**src/rtl/dmaarb_pkg.sv**
```systemverilog
package dmaarb_pkg;

   typedef enum logic [1:0] {
      PRI_ASC  = 2'b00,
      PRI_ZTTO = 2'b01,
      PRI_TZOT = 2'b10,
      PRI_ROT  = 2'b11
   } pri_mode_e;

   // channel holding a given rank (0 = highest) under a fixed ordering
   function automatic logic [1:0] fixed_rank(input pri_mode_e mode, input logic [1:0] rank);
      logic [1:0] ch;
      case (mode)
         PRI_ZTTO: case (rank)
                      2'd0: ch = 2'd0;
                      2'd1: ch = 2'd2;
                      2'd2: ch = 2'd3;
                      default: ch = 2'd1;
                   endcase
         PRI_TZOT: case (rank)
                      2'd0: ch = 2'd2;
                      2'd1: ch = 2'd0;
                      2'd2: ch = 2'd1;
                      default: ch = 2'd3;
                   endcase
         default:  ch = rank;
      endcase
      return ch;
   endfunction

endpackage

```
**src/rtl/dmaarb_opreg.sv**
```systemverilog
module dmaarb_opreg
   import dmaarb_pkg::*;
#(
   parameter int CFG_W   = 16,
   parameter int PRI_LSB = 8,
   parameter int EN_BIT  = 0,
   parameter int FLG_LSB = 1
) (
   input  logic             clk_i,
   input  logic             rst_ni,
   input  logic             we_i,
   input  logic [CFG_W-1:0] wdata_i,
   input  logic             nmi_i,
   input  logic             ae_i,
   output logic             en_o,
   output pri_mode_e        pri_o,
   output logic [1:0]       flag_o,
   output logic [CFG_W-1:0] status_o
);
   localparam int FLG_N = 2;

   if (PRI_LSB + 2 > CFG_W) begin : g_bad_pri
      $error("ordering field does not fit in register");
   end
   if (FLG_LSB + FLG_N > PRI_LSB || EN_BIT >= FLG_LSB) begin : g_bad_flg
      $error("register fields overlap");
   end

   logic [FLG_N-1:0] set_in;
   assign set_in = {ae_i, nmi_i};

   always_ff @(posedge clk_i or negedge rst_ni) begin
      if (!rst_ni) begin
         en_o  <= 1'b0;
         pri_o <= PRI_ASC;
      end else if (we_i) begin
         en_o  <= wdata_i[EN_BIT];
         pri_o <= pri_mode_e'(wdata_i[PRI_LSB +: 2]);
      end
   end

   for (genvar f = 0; f < FLG_N; f++) begin : g_flag
      logic q;
      logic clr;
      assign clr = we_i && !wdata_i[FLG_LSB + f];
      always_ff @(posedge clk_i or negedge rst_ni) begin
         if (!rst_ni) q <= 1'b0;
         else         q <= set_in[f] | (q & ~clr);
      end
      assign flag_o[f] = q;

      // f = 0 covers R9, f = 1 covers R10; set wins over clear
      p_flag_set_r9: assert property (@(posedge clk_i) disable iff (!rst_ni)
         set_in[f] |=> q);
      p_flag_keep_r9: assert property (@(posedge clk_i) disable iff (!rst_ni)
         (q && !(we_i && !wdata_i[FLG_LSB + f])) |=> q);
   end

   always_comb begin
      status_o = '0;
      status_o[EN_BIT] = en_o;
      status_o[FLG_LSB +: FLG_N] = flag_o;
      status_o[PRI_LSB +: 2] = pri_o;
   end

endmodule

```
**src/rtl/dmaarb_pick.sv**
```systemverilog
module dmaarb_pick
   import dmaarb_pkg::*;
#(
   parameter int CH_N = 4,
   localparam int IDX_W = $clog2(CH_N)
) (
   input  logic [CH_N-1:0]  req_i,
   input  pri_mode_e        pri_i,
   input  logic [IDX_W-1:0] last_i,
   output logic [IDX_W-1:0] idx_o,
   output logic             hit_o
);
   if (CH_N != 4) begin : g_bad_n
      $error("fixed orderings are defined for four channels only");
   end

   logic [IDX_W-1:0] ord [CH_N];

   for (genvar k = 0; k < CH_N; k++) begin : g_rank
      assign ord[k] = (pri_i == PRI_ROT) ? IDX_W'(last_i + IDX_W'(k + 1))
                                         : fixed_rank(pri_i, IDX_W'(k));
   end

   always_comb begin
      idx_o = '0;
      hit_o = 1'b0;
      for (int k = 0; k < CH_N; k++) begin
         if (!hit_o && req_i[ord[k]]) begin
            idx_o = ord[k];
            hit_o = 1'b1;
         end
      end
   end

endmodule

```
**src/rtl/dmaarb_top.sv**
```systemverilog
module dmaarb_top
   import dmaarb_pkg::*;
#(
   parameter int CH_N    = 4,
   parameter int CFG_W   = 16,
   parameter int PRI_LSB = 8,
   localparam int IDX_W  = $clog2(CH_N)
) (
   input  logic             clk_i,
   input  logic             rst_ni,
   input  logic [CH_N-1:0]  req_i,
   input  logic             done_i,
   input  logic             nmi_i,
   input  logic             addr_err_i,
   input  logic             cfg_we_i,
   input  logic [CFG_W-1:0] cfg_wdata_i,
   output logic [CH_N-1:0]  gnt_o,
   output logic [CFG_W-1:0] status_o
);
   logic             en;
   pri_mode_e        pri;
   logic [1:0]       flag;
   logic             allow;
   logic [IDX_W-1:0] pick_idx;
   logic             pick_hit;
   logic [CH_N-1:0]  gnt_q;
   logic [IDX_W-1:0] gidx_q;
   logic [IDX_W-1:0] last_q;

   dmaarb_opreg #(.CFG_W(CFG_W), .PRI_LSB(PRI_LSB), .EN_BIT(0), .FLG_LSB(1)) i_opreg (
      .clk_i   (clk_i),
      .rst_ni  (rst_ni),
      .we_i    (cfg_we_i),
      .wdata_i (cfg_wdata_i),
      .nmi_i   (nmi_i),
      .ae_i    (addr_err_i),
      .en_o    (en),
      .pri_o   (pri),
      .flag_o  (flag),
      .status_o(status_o)
   );

   dmaarb_pick #(.CH_N(CH_N)) i_pick (
      .req_i (req_i),
      .pri_i (pri),
      .last_i(last_q),
      .idx_o (pick_idx),
      .hit_o (pick_hit)
   );

   assign allow = en && (flag == '0);

   always_ff @(posedge clk_i or negedge rst_ni) begin
      if (!rst_ni) begin
         gnt_q  <= '0;
         gidx_q <= '0;
         last_q <= IDX_W'(CH_N - 1);
      end else if (!allow) begin
         gnt_q <= '0;
      end else if (gnt_q != '0) begin
         if (done_i) begin
            gnt_q  <= '0;
            last_q <= gidx_q;
         end
      end else if (pick_hit) begin
         gnt_q  <= CH_N'(1) << pick_idx;
         gidx_q <= pick_idx;
      end
   end

   assign gnt_o = gnt_q;

   p_onehot_r6: assert property (@(posedge clk_i) disable iff (!rst_ni)
      $onehot0(gnt_q));
   p_hold_r6: assert property (@(posedge clk_i) disable iff (!rst_ni)
      (gnt_q != '0 && !done_i && allow) |=> gnt_q == $past(gnt_q));
   p_new_gnt_r7: assert property (@(posedge clk_i) disable iff (!rst_ni)
      (gnt_q != '0 && $past(gnt_q) == '0) |-> ($past(req_i) & gnt_q) != '0);
   p_block_r8: assert property (@(posedge clk_i) disable iff (!rst_ni)
      !allow |=> gnt_q == '0);

endmodule

```
**config.mk**
```make
export PLATFORM = sky130hd
export DESIGN_NAME = dmaarb_top
export DESIGN_NICKNAME = d
export VERILOG_FILES = /design/src/rtl/dmaarb_pkg.sv /design/src/rtl/dmaarb_opreg.sv /design/src/rtl/dmaarb_pick.sv /design/src/rtl/dmaarb_top.sv
export SDC_FILE = /design/constraint.sdc
export NUM_CORES = 1
export LEC_CHECK = 0
export ABC_AREA = 1
export CAP_MARGIN = 5
export CELL_PAD_IN_SITES_DETAIL_PLACEMENT = 1
export CELL_PAD_IN_SITES_GLOBAL_PLACEMENT = 1
export CORE_MARGIN = 5
export CORE_UTILIZATION = 30
export CTS_CLUSTER_SIZE = 30
export DETAILED_ROUTE_END_ITERATION = 12
export PLACE_DENSITY = 0.82
export RECOVER_POWER = 100
export REMOVE_ABC_BUFFERS = 1
export SLEW_MARGIN = 20
export SYNTH_ARGS = -nofsm -noshare
export SYNTH_HDL_FRONTEND = slang
export SYNTH_SLANG_ARGS = --single-unit
export TNS_END_PERCENT = 10
```
**constraint.sdc**
```tcl
create_clock -name clk_i -period 2.2 [get_ports clk_i]
set_input_delay 0.22 -clock clk_i [delete_from_list [all_inputs] [get_ports clk_i]]
set_output_delay 0.22 -clock clk_i [all_outputs]
set_load 0.03 [all_outputs]
```
==> impl_metrics.py <==
metrics = {
    "cells_and_area": {
        "fillers": 505,
        "antennaDiodeCount": 0,
        "drive_gt1_share_pct": 18.4,
        "final_nets": 250,
        "syn2layout_area_growth_pct": 26.1,
    },
    "synth": {
        "synth_commonest_cells": "nand2_1 (58), nand3_1 (30), buf_4 (14), inv_1 (14), nor2_1 (13)",
        "yosysTopAreaCell": "dfrtp_1",
        "ys_async_sr_fraction_pct": 100,
        "syn_inst": 191,
        "netlist.area_leader.share_pct": 22.1,
        "synth_top_family_by_area": "simple AND/OR/NAND/NOR gates",
        "synth-seq-cells": 13,
        "avgSynthCellArea_sq_um": 6.52,
        "synth_compound_area_share_pct": 5.82,
        "netlist_area_sq_um": 1250,
        "synth-simple-area-share_pct": 45.4,
        "synth_flop_cell": "dfrtp_1",
        "yosys-mux-area-fraction_pct": 0,
        "synth_xor_area_share_pct": 0,
        "synth_adder_area_share_pct": 6.02,
        "synth-seq-area-share_pct": 26.3,
        "synth.most_common_cell": "nand2_1",
        "synth_area_leaders": "dfrtp_1 (22%), nand2_1 (17%), nand3_1 (12%), buf_4 (8.4%), ha_1 (6.0%)",
        "yosysWarnings": 0,
        "synth_edf_count": 0,
        "ys_types": 25,
    },
    "global_routing": {
        "met2_usage_pct": 22.2,
        "grt_pass1_wl_um": 5500,
        "busiest_layer": "met2",
        "grtUsageMet1_pct": 15.5,
        "track_usage_pct": 12.7,
        "antenna_found_initial": 0,
        "grt_pass1_vias": 1244,
        "grt_util_met3_pct": 1.35,
        "grt_max_degree": 14,
        "grt-ovfl-total": 0,
    },
    "timing": {
        "relSlewSlack_pct": 61.7,
        "post-route-min-period_ns": 2.03,
        "hold_viol": 0,
        "worst_slew_pin_slew_ns": 0.572,
        "finalCritPeriodShare_pct": 92.2,
        "fin_worst_skew_ns": 0.00470,
        "max_freq_mhz": 493,
        "tns_ns": 0,
        "rsz0062_at_grt": "yes",
        "maxSlewViolCount": 0,
        "setup-violations-final": 0,
    },
    "floorplanning": {
        "die_area_sq_um": 5540,
        "die-width_um": 74.5,
        "coreArea_sq_um": 4000,
        "start_util_pct": 31.2,
        "ios": 46,
        "rows": 23,
        "die_h_um": 74.5,
    },
    "clock_tree": {
        "cts_tree": "done",
        "clk_pin_slew_ns": 0.06,
        "cts_root_buf": "clkbuf_8",
        "worstSkewPairLatency_ns": 0.24,
        "cts_made_buffers": 3,
        "cts_sinks": 13,
        "clk_path_buf_depth": 2,
        "cts-htree-levels": 1,
        "postCtsHoldBufs": 0,
    },
    "place": {
        "dp_hpwl_um": 2850,
        "port_buffers": 23,
        "gp_congestion": 0.794,
    },
    "critical_path": {
        "startpoint_type": "flop",
        "cp_data_required_time_ns": 2.36,
        "critPathCaptureType": "flop",
        "path_max_fanout": 9,
        "path_class": "flop to flop",
        "r2r_slack_ns": 0.17,
        "arrival_ns": 2.19,
    },
    "flow_run": {
        "cap_violations": 0,
    },
    "drt": {
        "drt_iter0_drc": 30,
        "vias_per_cell": 4.76,
        "drc": 0,
        "vias": 1270,
        "routed_wl_um": 3360,
        "post_drt_wl_per_cell_um": 12.6,
        "ant_nets": 0,
        "first_pass_iters": 4,
    },
    "pwr": {
        "leakagePower_uw": 0.000853,
        "power_uw": 887,
        "peakVddDrop_v": 0.000416,
        "power_density_nw_per_um2": 565,
    },
    "hold_path": {
        "hp-class": "input pin to asynchronous set/reset pin",
    },
    "run_status": {
        "status": "finished clean",
    },
}
-- timing repair --
action                                  in CTS  in global routing
buffers inserted                             0                  2
hold endpoints to repair                     0                  0
endpoints found under the setup margin       1                  6
resized for setup                            1                  9
pin swaps                                    0                  3
-- power by group --
part / switching (uW) / total, uW / internal [uW]
Combinational: 255 / 390 / 135
Clock: 84.8 / 213 / 128
Sequential: 19.3 / 285 / 266
-- stage by stage --
step	worst slack, ns	cells	util (%)	hold slack [ns]	area, sq um
final	0.172	267	39.3	0.413	1570
after global routing	-0.0000699	267	39.3	0.471	1570
after global placement	0.0893	261	36.9	0.495	1480
after floorplan	0.159	186	-	-0.0756	1170
after detailed placement	-0.0176	261	36.9	0.500	1480
after CTS	0.0363	265	38.1	0.359	1520
-- routing by layer --
layer	part of all wire, %	up-vias
li1	-	638
met1	42	594
met2	52	30
met3	3.9	8
met4	2.0	0
met5	0	-
-- cell usage in the layout, fill, tap and decap left out, types with 3 or more instances in the layout --
cell and n:
dlygate4sd3_1 11, o21ai_0 6, dfrtp_1 11, nor2_2 5, buf_4 4, inv_1 13
a21oi_1 3, nand2_4 3, clkbuf_8 3, nor2_1 9, conb_1 11, nand4_1 3
inv_2 8, nand2_1 58, o21ai_1 3, nand2_2 6, ha_1 3, clkdlybuf4s50_1 12
nand3_1 30
-- logic make-up after synthesis --
family	after synthesis
compound gates	14
fa+ha+maj	6
buf+inv	37
flops	13
other cells	1
simple gates	120
-- flip-flops by register name (all words and copies together), names as in the netlist --
register	flops
gnt_o	4
i_opreg.pri_o	2
i_opreg.g_flag.q	2
gidx_q	2
last_q	2
i_opreg.en_o	1
-- final cells by class --
cell class / instances / area, sq um / share of cell area [%]
clock buffers: 4 / 45.0 / 2.87
inverters: 22 / 85.1 / 5.41
multi-input cells: 151 / 791 / 50.3
flip-flops and latches: 13 / 328 / 20.9
well taps: 50 / 62.6 / 3.98
repair buffers: 27 / 260 / 16.6
-- critical path, cell delays in order, from the launching register on --
cell and delay, ns:
dfrtp_1 0.42, buf_4 0.15, ha_2 0.23, nand2_4 0.10, nand2_1 0.08, nand2_1 0.05, nand3_1 0.12, nand2_2 0.11
nand2_4 0.11, nor3_4 0.05, nor2_2 0.26, nor2_1 0.10, a21oi_2 0.16
-- final timing paths --
kind / from / endpoint / cells after the start
max in group asynchronous: rst_ni / gnt_o[1] / 1
hold reg to reg: last_q[1] / last_q[1] / 2
setup reg to reg: i_opreg.pri_o[0] / gidx_q[0] / 12
hold / removal: rst_ni / i_opreg.pri_o[0] / 1
min in group clk_i: last_q[1] / last_q[1] / 2
setup / recovery: i_opreg.pri_o[0] / gidx_q[0] / 12
(Power assumes the default switching activity.)
